File: src/rtl/vcr_pkg.sv
package vcr_pkg;
  localparam int WORD_W = 32;
  localparam int IDX_W  = 5;

  localparam int MAJ_LO = 26;
  localparam int MAJ_W  = 6;
  localparam int FN_LO  = 16;
  localparam int FN_W   = 10;
  localparam int RS_LO  = 11;
  localparam int CD_LO  = 6;
  localparam int MIN_LO = 0;
  localparam int MIN_W  = 6;

  localparam logic [MAJ_W-1:0] MAJ_CODE = 6'b011110;
  localparam logic [FN_W-1:0]  FN_CODE  = 10'b0000111110;
  localparam logic [MIN_W-1:0] MIN_CODE = 6'b011001;

  localparam logic [IDX_W-1:0] CSR_IDX = 5'd1;

  localparam int PART_N = 4;
  localparam int SLOT_W = $clog2(PART_N);

  localparam int CAUSE_HI = 17;
  localparam int CAUSE_LO = 12;
  localparam int EN_HI    = 11;
  localparam int EN_LO    = 7;
  localparam int CAUSE_W  = CAUSE_HI - CAUSE_LO + 1;

  typedef enum logic [2:0] {
    EXC_NONE = 3'd0,
    EXC_RI   = 3'd1,
    EXC_VDIS = 3'd2,
    EXC_CPU  = 3'd3,
    EXC_FPE  = 3'd4
  } exc_e;

  typedef struct packed {
    logic              hit;
    logic [SLOT_W-1:0] slot;
  } part_sel_t;

  // slot 0..3 -> destination index 3, 4, 6, 7
  function automatic logic [IDX_W-1:0] part_index(input int s);
    return (s < 2) ? IDX_W'(3 + s) : IDX_W'(4 + s);
  endfunction

  function automatic part_sel_t part_lookup(input logic [IDX_W-1:0] cd);
    part_sel_t r;
    r = '0;
    for (int s = 0; s < PART_N; s++) begin
      if (cd == part_index(s)) begin
        r.hit  = 1'b1;
        r.slot = SLOT_W'(s);
      end
    end
    return r;
  endfunction

  // top cause bit has no enable of its own: treat it as enabled
  function automatic logic fpe_hit(input logic [WORD_W-1:0] v);
    logic [CAUSE_W-1:0] mask;
    mask = {1'b1, v[EN_HI:EN_LO]};
    return |(v[CAUSE_HI:CAUSE_LO] & mask);
  endfunction
endpackage

File: src/rtl/vcr_decode.sv
module vcr_decode
  import vcr_pkg::*;
(
  input  logic [WORD_W-1:0] instr,
  output logic              legal,
  output logic              ri,
  output logic [IDX_W-1:0]  cd,
  output logic [IDX_W-1:0]  rs
);
  logic major_ok;
  logic body_ok;

  always_comb begin
    major_ok = (instr[MAJ_LO +: MAJ_W] == MAJ_CODE);
    body_ok  = (instr[FN_LO +: FN_W] == FN_CODE) &&
               (instr[MIN_LO +: MIN_W] == MIN_CODE);
    legal    = major_ok & body_ok;
    ri       = major_ok & ~body_ok;
    cd       = instr[CD_LO +: IDX_W];
    rs       = instr[RS_LO +: IDX_W];
  end
endmodule

File: src/rtl/vcr_regbank.sv
module vcr_regbank #(
  parameter int W = 32,
  parameter int N = 4
) (
  input  logic         clk,
  input  logic         rst,
  input  logic         csr_we,
  input  logic [N-1:0] part_we,
  input  logic [W-1:0] wdata,
  output logic [W-1:0] csr_q,
  output logic [W-1:0] part_q [N]
);
  always_ff @(posedge clk) begin
    if (rst)         csr_q <= '0;
    else if (csr_we) csr_q <= wdata;
  end

  for (genvar g = 0; g < N; g++) begin : g_part
    always_ff @(posedge clk) begin
      if (rst)             part_q[g] <= '0;
      else if (part_we[g]) part_q[g] <= wdata;
    end
  end
endmodule

File: src/rtl/vcr_exc.sv
module vcr_exc
  import vcr_pkg::*;
(
  input  logic              clk,
  input  logic              rst,
  input  exc_e              exc_nxt,
  input  logic [WORD_W-1:0] pc_in,
  output logic              exc_ri,
  output logic              exc_vdis,
  output logic              exc_cpu,
  output logic              exc_fpe,
  output logic [WORD_W-1:0] exc_pc
);
  exc_e exc_q;

  always_ff @(posedge clk) begin
    if (rst) begin
      exc_q  <= EXC_NONE;
      exc_pc <= '0;
    end else begin
      exc_q <= exc_nxt;
      if (exc_nxt != EXC_NONE) exc_pc <= pc_in;
    end
  end

  always_comb begin
    exc_ri   = (exc_q == EXC_RI);
    exc_vdis = (exc_q == EXC_VDIS);
    exc_cpu  = (exc_q == EXC_CPU);
    exc_fpe  = (exc_q == EXC_FPE);
  end
endmodule

File: src/rtl/vcr_write_unit.sv
module vcr_write_unit
  import vcr_pkg::*;
(
  input  logic              clk,
  input  logic              rst,
  input  logic              instr_valid,
  input  logic [WORD_W-1:0] instr_word,
  input  logic [WORD_W-1:0] src_value,
  input  logic [WORD_W-1:0] instr_pc,
  input  logic              cp0_en,
  input  logic              vec_en,
  input  logic              part_cap,
  output logic [IDX_W-1:0]  src_idx,
  output logic [WORD_W-1:0] csr_q,
  output logic [WORD_W-1:0] save_q,
  output logic [WORD_W-1:0] modify_q,
  output logic [WORD_W-1:0] map_q,
  output logic [WORD_W-1:0] unmap_q,
  output logic              exc_ri,
  output logic              exc_vdis,
  output logic              exc_cpu,
  output logic              exc_fpe,
  output logic [WORD_W-1:0] exc_pc
);
  logic             legal;
  logic             ri;
  logic [IDX_W-1:0] cd;
  part_sel_t        psel;
  logic             go;
  logic             csr_we;
  logic             part_go;
  logic [PART_N-1:0] part_we;
  logic [WORD_W-1:0] part_q [PART_N];
  logic             ri_n, vd_n, cu_n, fp_n;
  exc_e             exc_nxt;

  vcr_decode u_dec (
    .instr (instr_word),
    .legal (legal),
    .ri    (ri),
    .cd    (cd),
    .rs    (src_idx)
  );

  always_comb begin
    psel    = part_lookup(cd);
    go      = instr_valid & legal & vec_en;
    csr_we  = go & (cd == CSR_IDX);
    part_go = go & psel.hit & part_cap;
  end

  for (genvar g = 0; g < PART_N; g++) begin : g_we
    assign part_we[g] = part_go & cp0_en & (psel.slot == SLOT_W'(g));
  end

  always_comb begin
    ri_n = instr_valid & ri;
    vd_n = instr_valid & legal & ~vec_en;
    cu_n = part_go & ~cp0_en;
    fp_n = csr_we & fpe_hit(src_value);
    if (ri_n)      exc_nxt = EXC_RI;
    else if (vd_n) exc_nxt = EXC_VDIS;
    else if (cu_n) exc_nxt = EXC_CPU;
    else if (fp_n) exc_nxt = EXC_FPE;
    else           exc_nxt = EXC_NONE;
  end

  vcr_regbank #(.W(WORD_W), .N(PART_N)) u_bank (
    .clk     (clk),
    .rst     (rst),
    .csr_we  (csr_we),
    .part_we (part_we),
    .wdata   (src_value),
    .csr_q   (csr_q),
    .part_q  (part_q)
  );

  assign save_q   = part_q[0];
  assign modify_q = part_q[1];
  assign map_q    = part_q[2];
  assign unmap_q  = part_q[3];

  vcr_exc u_exc (
    .clk      (clk),
    .rst      (rst),
    .exc_nxt  (exc_nxt),
    .pc_in    (instr_pc),
    .exc_ri   (exc_ri),
    .exc_vdis (exc_vdis),
    .exc_cpu  (exc_cpu),
    .exc_fpe  (exc_fpe),
    .exc_pc   (exc_pc)
  );
endmodule

File: config.mk
export PLATFORM = sky130hd
export DESIGN_NAME = vcr_write_unit
export DESIGN_NICKNAME = d
export VERILOG_FILES = /design/src/rtl/vcr_pkg.sv /design/src/rtl/vcr_decode.sv /design/src/rtl/vcr_regbank.sv /design/src/rtl/vcr_exc.sv /design/src/rtl/vcr_write_unit.sv
export SDC_FILE = /design/constraint.sdc
export NUM_CORES = 1
export LEC_CHECK = 0
export BUFFER_PORTS_ARGS = -buffer_cell sky130_fd_sc_hd__buf_2
export CAP_MARGIN = 10
export CORE_MARGIN = 2
export CORE_UTILIZATION = 44
export CTS_CLUSTER_SIZE = 24
export DETAILED_ROUTE_END_ITERATION = 8
export MAX_ROUTING_LAYER = met4
export PLACE_DENSITY = 0.79
export SYNTH_ARGS = -nofsm -noshare
export SYNTH_HDL_FRONTEND = slang
export SYNTH_SLANG_ARGS = --single-unit
File: constraint.sdc
create_clock -name clk -period 1.7 [get_ports clk]
set_input_delay 0.17 -clock clk [delete_from_list [all_inputs] [get_ports clk]]
set_output_delay 0.17 -clock clk [all_outputs]
set_load 0.05 [all_outputs]
==> summary.md, run 1 <==
| Metric | Value |
|---|---|
| Placement Cell Area | `9570 um^2` |
| Clock Skew | `0 ns` |
| Placer Congestion | `0.854` |
| Tightest Hold Check Type | `primary input to flip-flop` |
| Ys flop type | `dfxtp_1` |
| R2R Path End | `u_exc.exc_pc[1]$_SDFFE_PP0P_` |
| Number of global-route vias before repair | `6383` |
| Buffers & Inverters on Critical Path | `4` |
| Ys async rst share | `0%` |
| Syn Inst Count | `~820` |
| Final HPWL DP | `15300 um` |
| R2R depth | `2` |
| Total of max-cap violations | `0` |
| Drt total wl | `21800 um` |
| Count of flip-flops with a built-in enable after synthesis | `0` |
| Slew HR | `roughly 73%` |
| Pwr dens | `888 nW/um^2` |
| GRT Overall Usage | `24.0%` |
| FP Rows | `48` |
| Initial DRC count | `330` |
| Largest net degree at the start of global routing | `61` |
| Die width | `135 um` |
| Worst r2r src | `u_exc.exc_pc[1]$_SDFFE_PP0P_` |
| DRC | `0` |
| First-pass DRT Iterations | `4` |
| FF+latch area | `approximately 3900 um^2` |
| Critical-path cell list | `buf_2 -> nor4bb_2 -> nand4_1 -> buf_4 -> buf_4 -> nor3_4 -> buf_12 -> mux2i_1 -> nor2_1` |
| Worst-Margin Slew | `0.404 ns` |
| Avg Cell Area, Syn | `9.32 um^2` |
| Synth warn | `0` |
| Reg2reg setup slack | `1.04 ns` |
| Initial core utilization | `44.4%` |
| Post-CTS Setup Bufs | `0` |
| Fmax | `637 MHz` |
| Startpoint Class | `primary input` |
| Post-route clock period utilization | `92.4%` |
| Global-route wire length before repair | `33400 um` |
| Crit Path Class | `primary input to flip-flop` |
| Pleak | `4.47 nW` |
| FF+latch count, synth | `195` |
| Max-slew violations | `0` |
| Port Buffers | `292` |
| Grt total ovfl | `0` |
| H-tree depth | `4` |
| Die Y | `135 um` |
| CP dominant cell by count | `buf_4` |
| Clock-pin transition on the worst setup and hold timing paths | `roughly 0.070 ns` |
| WP data required | `between 2 and 2.5 ns` |
| Crit end category | `flip-flop` |
| Setup TNS | `0 ns` |
| Clock buffer depth | `2` |
| Worst-Skew Late Latency | `approximately 0.42 ns` |
| Area growth syn-to-layout | `37.0%` |
| Number of buffers created by CTS | `17` |
| Routed Antenna Nets | `0` |
| Io pins | `303` |
| Worst Hold End | `u_exc.exc_pc[24]$_SDFFE_PP0P_` |
| Clk sinks | `~200` |
| Crit path DAT | `around 1.9 ns` |
| Hold Startpoint | `instr_pc[24]` |
| Hold path depth | `3` |
| Post-synth cell types | `38` |
| Core Region | `17100 um^2` |
| Multi-input logic area | `3350 um^2` |
| Delay-heaviest family, CP | `simple AND/OR/NAND/NOR gates` |
| Crit-path slowest cell | `nor4bb_2` |
| Die Area | `between 15000 and 20000 um^2` |
| CTS root buf | `clkbuf_16` |
| Min cycle time layout | `1.57 ns` |
| Fin area | `around 10000 um^2` |
| Filler Cells Inserted | `between 1000 and 1500` |
| Seq/Total Area, Yosys | `between 50% and 60%` |
| Total vias in the final route | `6763` |
| Initial antenna violation count | `1` |
| Nets | `1237` |
| Synthesized Nets | `~900` |
| CTS tree | `built` |
| Status | `finished clean` |
| Final Hold Viols | `0` |
| Via density | `~4.9` |
| Synthesized area | `7600 um^2` |
| Largest fanout on the critical path | `17` |
| Final Setup Violations | `0` |
| WL/cell | `15.9 um` |
| Largest stage delay, worst path | `roughly 0.30 ns` |
| Maximum VDD drop | `0.679 mV` |
| Share of layout cells above drive strength 1 | `between 30% and 40%` |
synth_stat cells (4+ instances only):
cell type	n	area, um^2
nand2b_1	64	400
dfxtp_1	195	3900
mux2i_1	96	961
buf_6	12	135
nor2_1	67	251
nand2_1	158	593
a21oi_1	97	485
nor3b_1	4	30.0
nor4_4	4	85.1
buf_4	12	90.1
nand2_2	34	213
clkbuf_1	26	97.6
buf_2	12	60.1
cells in the final DEF, fill, tap and decap left out, drive strengths merged, types with 2 or more instances in the layout:
| master | n |
|---|---|
| or4 | 3 |
| bufinv | 3 |
| buf | 341 |
| a22oi | 2 |
| nor2b | 2 |
| mux2i | 96 |
| nand4b | 2 |
| nor3b | 4 |
| nor2 | 68 |
| nor4 | 4 |
| dfxtp | 195 |
| nand3 | 4 |
| clkbuf | 17 |
| a21oi | 97 |
| dlygate4sd3 | 21 |
| nor3 | 4 |
| nand2 | 192 |
| and4bb | 2 |
| nand2b | 64 |
| clkinv | 3 |
| clkinvlp | 2 |
| inv | 7 |
| nand4 | 4 |
cell families after synthesis:
kind of cell    share of synthesized area, %
simple gates                            23.8
mux                                     12.8
compound gates                          6.96
buf+inv                                 5.09
flops                                   51.4
state kept, by name, summed over array words and instances (netlist names):
| signal | cells |
|---|---|
| u_bank.part_q | 128 |
| u_bank.csr_q | 32 |
| u_exc.exc_pc | 32 |
| u_exc.exc_q | 3 |
per-layer routing:
| layer | up-vias | GRT usage, % | part of all wire (%) |
|---|---|---|---|
| li1 | 3321 | - | - |
| met2 | 232 | 38.4 | 48 |
| met3 | 43 | 6.02 | 6.2 |
| met1 | 3167 | 29.3 | 44 |
| met4 | 0 | 8.85 | 2.6 |
| met5 | - | - | 0 |
timing repair:
action,in CTS,in global routing
endpoints found under the setup margin,0,25
hold buffers,21,0
endpoints found under the hold margin,21,0
gates resized for setup,0,3
worst max-delay path by stage:
stage,startpoint,depth (start not counted),endpoint
2_1_floorplan,instr_word[5],8,u_bank.part_q[37]$_SDFFE_PP0P_
3_3_place_gp,instr_word[26],8,u_bank.part_q[64]$_SDFFE_PP0P_
3_5_place_dp,instr_word[31],9,u_bank.part_q[32]$_SDFFE_PP0P_
4_1_cts,instr_word[31],9,u_bank.part_q[22]$_SDFFE_PP0P_
5_1_grt,instr_word[31],9,u_bank.csr_q[25]$_SDFFE_PP0N_
6_report,instr_word[31],9,u_bank.csr_q[29]$_SDFFE_PP0N_
stage by stage:
stage / setup WS (ns) / util, % / cells / hold slack (ns) / total power, W
4_1_cts: 0.111 / 60.8 / 1372 / 0.000417 / 0.00932
2_1_floorplan: -0.0473 / - / 816 / 0.310 / 0.00486
5_1_grt: -0.00498 / 60.9 / 1373 / 0.00474 / 0.00955
3_5_place_dp: -0.326 / 55.9 / 1320 / 0.340 / 0.00509
6_report: 0.129 / 60.9 / 1373 / 0.0103 / 0.00925
3_3_place_gp: -0.192 / 55.9 / 1320 / 0.340 / 0.00509
report_power, final:
group | switching (W) | internal (W) | total, W
clock network | 0.00186 | 0.00236 | 0.00422
registers | 0.00000161 | 0.00457 | 0.00457
logic | 0.000246 | 0.000217 | 0.000463
worst min-delay path, stage by stage:
cell and delay [ns]:
buf_2 0.10, nand2b_1 0.06, mux2i_1 0.06
layout make-up:
type | instances | share of cell area (%)
diodes | 1 | 0.0240
clock buffers | 17 | 4.08
repair buffers | 362 | 21.6
flip-flops and latches | 195 | 37.5
inverters | 1 | 0.0360
well taps | 225 | 2.70
multi-input cells | 558 | 32.2
clock inverters | 14 | 1.85
Note: power is estimated with default switching activity, not from simulation.
==> run 2, diff against run 1 <==
--- a/config.mk
+++ b/config.mk
@@ -8,11 +8,11 @@
 export BUFFER_PORTS_ARGS = -buffer_cell sky130_fd_sc_hd__buf_2
 export CAP_MARGIN = 10
 export CORE_MARGIN = 2
-export CORE_UTILIZATION = 44
+export CORE_UTILIZATION = 52
 export CTS_CLUSTER_SIZE = 24
 export DETAILED_ROUTE_END_ITERATION = 8
 export MAX_ROUTING_LAYER = met4
-export PLACE_DENSITY = 0.79
+export PLACE_DENSITY = 0.88
 export SYNTH_ARGS = -nofsm -noshare
 export SYNTH_HDL_FRONTEND = slang
 export SYNTH_SLANG_ARGS = --single-unit
==> constraint.sdc (replaced) <==
create_clock -name clk -period 1.9 [get_ports clk]
set_input_delay 0.19 -clock clk [delete_from_list [all_inputs] [get_ports clk]]
set_output_delay 0.19 -clock clk [all_outputs]
set_load 0.05 [all_outputs]
==> run 2 against run 1 <==
Compared with the run above: non-clock buffer count decreased by 38; count of clock-buffer cells in the layout increased by 2; routed wire length about the same; critical endpoint is now u_bank.part_q[76]$_SDFFE_PP0P_; critical path depth unchanged; critical path type unchanged; register-to-register slack improved by 0.19 ns; utilization increased by 8.7 points; largest power group is now clock; clock power decreased by 2%; global-route usage increased by 4.2 points; sequential power decreased by 11%; die area decreased by 15%; via count increased by 0.10%; sequential share of layout area increased by 1.5 points.
==> summary.md, run 2 (synthesized netlist as in run 1, its figures left out) <==
| Metric | Value |
|---|---|
| Grt total ovfl | `0 (unchanged)` |
| FP Rows | `44 (was 48)` |
| Port Buffers | `292 (unchanged)` |
| Total power | `0.00857 W (was 0.00925 W)` |
| Commonest non-fill, non-tap cell in the layout | `buf_2 (unchanged)` |
| Die width | `125 um (was 135 um)` |
| Initial antenna violation count | `1 (unchanged)` |
| Most frequent cells in the layout | `buf_2, dfxtp_1, nand2_1 (unchanged)` |
| Pwr dens | `855 nW/um^2 (was 888 nW/um^2)` |
| Worst-Skew Late Latency | `0.43 ns (was 0.42 ns)` |
| Post-Place Worst Slack | `-0.250 ns (was -0.326 ns)` |
| Largest net degree at the start of global routing | `85 (was 61)` |
| Via density | `5.23 (was 4.93)` |
| Status | `finished clean (unchanged)` |
| GRT Overall Usage | `28.2% (was 24.0%)` |
| Global-route wire length before repair | `34200 um (was 33400 um)` |
| CTS tree | `built (unchanged)` |
| Share of layout cells above drive strength 1 | `36.3% (was 37.3%)` |
| Final worst setup slack | `0.182 ns (was 0.129 ns)` |
| Clock Skew | `0 ns (unchanged)` |
| Post-route clock period utilization | `90.4%` |
| Top reg by flops | `u_bank.part_q (unchanged)` |
| Total of max-cap violations | `0 (unchanged)` |
| Post-CTS Resized | `0 (unchanged)` |
| R2R depth | `2 (unchanged)` |
| Crit end category | `flip-flop (unchanged)` |
| WP data required | `2.24 ns (was 2.01 ns)` |
| Hold path depth | `3 (unchanged)` |
| Largest fanout on the critical path | `32 (was 17)` |
| Clk sinks | `195 (unchanged)` |
| Total vias in the final route | `6770 (was 6763)` |
| RSZ-0062 raised after global routing | `false` |
| Startpoint Class | `primary input (unchanged)` |
| Maximum VDD drop | `0.660 mV (was 0.679 mV)` |
| Slew HR | `75.7% (was 72.9%)` |
| Initial DRC count | `345 (was 330)` |
| Clock-pin transition on the worst setup and hold timing paths | `0.07 ns (about the same)` |
| Die Area | `15600 um^2 (was 18300 um^2)` |
| CTS root buf | `clkbuf_16 (unchanged)` |
| Crit path DAT | `2.06 ns (was 1.88 ns)` |
| WL/cell | `16.9 um (was 15.9 um)` |
| Crit Path Class | `primary input to flip-flop (unchanged)` |
| Final Hold Viols | `0 (unchanged)` |
| DRC | `0 (unchanged)` |
| Number of buffers created by CTS | `17 (unchanged)` |
| Max-slew violations | `0 (unchanged)` |
| Final Setup Violations | `0 (unchanged)` |
| Initial core utilization | `52.7% (was 44.4%)` |
| Fmax | `582 MHz` |
| Drt total wl | `21900 um (was 21800 um)` |
| Die Y | `125 um (was 135 um)` |
| Core Region | `14400 um^2 (was 17100 um^2)` |
| Number of global-route vias before repair | `6493 (was 6383)` |
| Clock buffer depth | `2 (unchanged)` |
| Final HPWL DP | `14700 um (was 15300 um)` |
| First-pass DRT Iterations | `5 (was 4)` |
| Routed Antenna Nets | `0 (unchanged)` |
| Io pins | `303 (unchanged)` |
| Largest registers | `u_bank.part_q (128), u_bank.csr_q (32), u_exc.exc_pc (32) (unchanged)` |
| H-tree depth | `4 (unchanged)` |
| Tightest Hold Check Type | `primary input to flip-flop (unchanged)` |
| Pleak | `4.31 nW (was 4.47 nW)` |
| Area growth syn-to-layout | `31.9% (was 37.0%)` |
| Nets | `1199 (was 1237)` |
| Flip-flop count of the largest register after layout | `128 (unchanged)` |
| Final Core Density | `69.5% (was 60.9%)` |
| Min cycle time layout | `about 1.7 ns` |
| Placer Congestion | `0.862 (was 0.854)` |
| Worst-Margin Slew | `0.364 ns (was 0.404 ns)` |
[run 2: cell types whose count changed in the layout (fill, tap and decap cells not counted), sizes merged]
cell / change
clkinvlp: -1
dlygate4sd3: -19
clkbuf: +2
clkinv: -1
inv: -2
bufinv: +3
buf: -19
[run 2: final timing paths]
kind	startpoint	end	slack, ns
hold / removal	instr_pc[21]	u_exc.exc_pc[21]$_SDFFE_PP0P_	0.02
setup / recovery	instr_word[25]	u_bank.part_q[76]$_SDFFE_PP0P_	0.18
hold reg to reg	u_bank.part_q[17]$_SDFFE_PP0P_	u_bank.part_q[17]$_SDFFE_PP0P_	0.45
setup reg to reg	u_bank.part_q[76]$_SDFFE_PP0P_	u_bank.part_q[76]$_SDFFE_PP0P_	1.23
[run 2: repair_timing]
item	4_1_cts	5_1_grt
hold buffers	2	0
setup buffers	0	0
endpoints found under the hold margin	2	0
[run 2: metrics by stage]
| stage | instance area [um^2] | setup TNS (ns) | cells | hold WS [ns] |
|---|---|---|---|---|
| 6_report | 10000 | 0 | 1295 | 0.0153 |
| 5_1_grt | 10000 | 0 | 1295 | 0.00752 |
| 4_1_cts | 10000 | 0 | 1294 | 0.00409 |
| 3_5_place_dp | 9320 | -27.23 | 1260 | 0.380 |
| 3_3_place_gp | 9320 | -17.94 | 1260 | 0.380 |
| 2_1_floorplan | 7600 | 0 | 816 | 0.330 |
[run 2: power breakdown]
part | switching [W] | internal, W | total (W)
Sequential | 0.00000138 | 0.00409 | 0.00409
Combinational | 0.000206 | 0.000141 | 0.000347
Clock | 0.00160 | 0.00253 | 0.00413
Total | 0.00181 | 0.00676 | 0.00857
[run 2: layout make-up]
type                    instances  area, um^2
well taps                     184         230
clock inverters                13         243
multi-input cells             558        3330
fillers                      1121        4400
clock buffers                  19         443
flip-flops and latches        195        3900
diodes                          1        2.50
inverters                       1        3.75
repair buffers                324        1880
[run 2: worst max-delay path, stage by stage]
cell,delay [ns]
buf_2,0.11
nor4b_2,0.28
nand4_1,0.25
buf_4,0.24
buf_4,0.14
nor4_4,0.29
buf_12,0.25
nand2_1,0.11
a21oi_1,0.20
[run 2: per-layer routing]
metal  wire length, um  track usage [%]
met4               658             11.2
met2             10400             45.1
met5                 0                -
met3              1600             7.17
met1              9180             34.1
==> run 3, diff against run 2 <==
--- a/config.mk
+++ b/config.mk
@@ -13,6 +13,7 @@
 export DETAILED_ROUTE_END_ITERATION = 8
 export MAX_ROUTING_LAYER = met4
 export PLACE_DENSITY = 0.88
+export SETUP_SLACK_MARGIN = 0.4
 export SYNTH_ARGS = -nofsm -noshare
 export SYNTH_HDL_FRONTEND = slang
 export SYNTH_SLANG_ARGS = --single-unit
==> run 3 against run 2 <==
Compared with the run above: count of clock-buffer cells in the layout up 3; utilization up 9.7 points; via count up 8.0%; die area unchanged; first-iteration DRC count up 51%; sequential share of layout area down 4.8 points; highest routed layer unchanged.
==> summary.md, run 3 (synthesized netlist as in run 1, its figures left out) <==
| Metric | Value |
|---|---|
| Clk sinks | `195 (unchanged)` |
| Via density | `5.52 (was 5.23)` |
| Post-route clock period utilization | `90.0% (was 90.4%)` |
| Final HPWL DP | `14800 um (was 14700 um)` |
| Drt total wl | `26700 um (was 21900 um)` |
| GRT Overall Usage | `30.1% (was 28.2%)` |
| Die width | `125 um (unchanged)` |
| Hold Startpoint | `instr_pc[19] (was instr_pc[21])` |
| Crit end category | `flip-flop (unchanged)` |
| Number of buffers created by CTS | `17 (unchanged)` |
| Total of max-cap violations | `0 (unchanged)` |
| RSZ-0062 raised after global routing | `true (was false)` |
| Routed Antenna Nets | `0 (unchanged)` |
| Final Core Density | `79.3% (was 69.5%)` |
| First-pass DRT Iterations | `6 (was 5)` |
| WL/cell | `20.2 um (was 16.9 um)` |
| Die Y | `125 um (unchanged)` |
| Top reg by flops | `u_bank.part_q (unchanged)` |
| Slew HR | `74.6% (was 75.7%)` |
| Crit-path slowest cell | `nor4_4 (unchanged)` |
| Initial core utilization | `52.7% (unchanged)` |
| Tightest Hold Check Type | `primary input to flip-flop (unchanged)` |
| Fin area | `11400 um^2 (was 10000 um^2)` |
| Flip-flop count of the largest register after layout | `128 (unchanged)` |
| Filler Cells Inserted | `873 (was 1121)` |
| Area growth syn-to-layout | `50.4% (was 31.9%)` |
| Grt total ovfl | `0 (unchanged)` |
| Multi-input logic area | `3990 um^2 (was 3330 um^2)` |
| Maximum VDD drop | `0.511 mV (was 0.660 mV)` |
| Beginning of the critical path | `instr_word[26] (was instr_word[25])` |
| Clock buffer depth | `2 (unchanged)` |
| Crit Path Class | `primary input to flip-flop (unchanged)` |
| WP data required | `2.20 ns (was 2.24 ns)` |
| Critical-path cell list | `buf_6 -> nor4bb_4 -> nand4_1 -> buf_6 -> nor4_4 -> buf_6 -> buf_12 -> mux2i_2 -> nor2_1 (was buf_2 -> nor4b_2 -> nand4_1 -> buf_4 -> buf_4 -> nor4_4 -> buf_12 -> nand2_1 -> a21oi_1)` |
| Core Region | `14400 um^2 (unchanged)` |
| Setup TNS | `0 ns (unchanged)` |
| Commonest non-fill, non-tap cell in the layout | `buf_2 (unchanged)` |
| Largest registers | `u_bank.part_q (128), u_bank.csr_q (32), u_exc.exc_pc (32) (unchanged)` |
| Final Hold Viols | `0 (unchanged)` |
| Largest fanout on the critical path | `6 (was 32)` |
| Max-slew violations | `0 (unchanged)` |
| Worst-Skew Late Latency | `0.42 ns (was 0.43 ns)` |
| CTS tree | `built (unchanged)` |
| Diode count | `0 (was 1)` |
| Delay-heaviest family, CP | `simple AND/OR/NAND/NOR gates (unchanged)` |
| Reg2reg setup slack | `1.08 ns (was 1.23 ns)` |
| Initial antenna violation count | `0 (was 1)` |
| Final Setup Violations | `0 (unchanged)` |
| Largest net degree at the start of global routing | `78 (was 85)` |
| FF+latch area | `3900 um^2 (unchanged)` |
| Clock Skew | `0 ns (unchanged)` |
| Worst-Margin Slew | `0.382 ns (was 0.364 ns)` |
| Most frequent cells in the layout | `buf_2, dfxtp_1, nand2_1 (unchanged)` |
| Initial DRC count | `520 (was 345)` |
| FP Rows | `44 (unchanged)` |
| Port Buffers | `292 (unchanged)` |
| Nets | `1233 (was 1199)` |
| Pleak | `4.85 nW (was 4.31 nW)` |
| H-tree depth | `4 (unchanged)` |
| Die Area | `15600 um^2 (unchanged)` |
| Total vias in the final route | `7314 (was 6770)` |
| Placer Congestion | `0.845 (was 0.862)` |
| Pwr dens | `700 nW/um^2 (was 855 nW/um^2)` |
| DRC | `0 (unchanged)` |
| Buffers & Inverters on Critical Path | `4 (unchanged)` |
| Status | `finished clean (unchanged)` |
| Startpoint Class | `primary input (unchanged)` |
| CP dominant cell by count | `buf_6 (was buf_4)` |
| Clock-pin transition on the worst setup and hold timing paths | `0.07 ns (about the same)` |
| Number of global-route vias before repair | `6996 (was 6493)` |
| Crit path DAT | `2.01 ns (was 2.06 ns)` |
| Io pins | `303 (unchanged)` |
| Placement Cell Area | `9370 um^2 (was 9320 um^2)` |
| # hold bufs at CTS | `0 (was 2)` |
| Global-route wire length before repair | `36300 um (was 34200 um)` |
| CTS root buf | `clkbuf_16 (unchanged)` |
| Share of layout cells above drive strength 1 | `49.5% (was 36.3%)` |
| Largest stage delay, worst path | `0.31 ns (was 0.29 ns)` |
| Fmax | `585 MHz (was 582 MHz)` |
| Worst r2r src | `u_bank.part_q[127]$_SDFFE_PP0P_ (was u_bank.part_q[76]$_SDFFE_PP0P_)` |
| Min cycle time layout | `1.71 ns (was 1.72 ns)` |
run 3: worst paths after layout:
| kind | endpoint | cells past startpoint |
|---|---|---|
| min reg2reg | u_bank.part_q[16]$_SDFFE_PP0P_ | 2 |
| max | u_bank.part_q[127]$_SDFFE_PP0P_ | 9 |
| min | u_exc.exc_pc[19]$_SDFFE_PP0P_ | 3 |
| max reg2reg | u_bank.part_q[127]$_SDFFE_PP0P_ | 2 |
run 3: cell type report:
cell class | instances | area share [%]
Clock buffer | 22 | 4.24
Tap cell | 184 | 2.01
Sequential cell | 195 | 34.1
Multi-Input combinational cell | 558 | 34.9
Timing Repair Buffer | 358 | 23.9
Inverter | 1 | 0.0328
Clock inverter | 8 | 0.777
run 3: worst min-delay path: stages:
cell and delay (ns):
buf_2 0.10, nand2b_1 0.05, mux2i_1 0.06
run 3: power breakdown:
part           leakage [nW]  internal (W)  switching (W)
clock                 0.282       0.00196        0.00158
sequential             1.57       0.00409     0.00000141
combinational          2.99      0.000147       0.000234
total                  4.85       0.00619        0.00181
run 3: per-layer routing:
metal  vias up  share of wire, %  GRT usage (%)
li1       3315                 -              -
met1      3470                36           34.8
met2       429                50           50.3
met3       100               9.2           7.52
met4         0               4.2           11.9
met5         -                 0              -
run 3: what timing repair did:
| item | in CTS | in global routing |
|---|---|---|
| endpoints found under the setup margin | 160 | 195 |
| buffers inserted | 10 | 5 |
| resized for setup | 38 | 168 |
| pin swaps | 19 | 99 |
| cloned | 10 | 13 |
| endpoints found under the hold margin | 0 | 0 |
run 3: through the flow:
stage,hold slack [ns],power (W),worst slack (ns),std cells
after floorplan,0.330,0.00435,0.135,816
after global placement,0.380,0.00452,-0.106,1258
after detailed placement,0.380,0.00452,-0.167,1258
after CTS,0.00836,0.00799,0.297,1308
after global routing,0.0153,0.00823,0.181,1326
final,0.0176,0.00801,0.190,1326
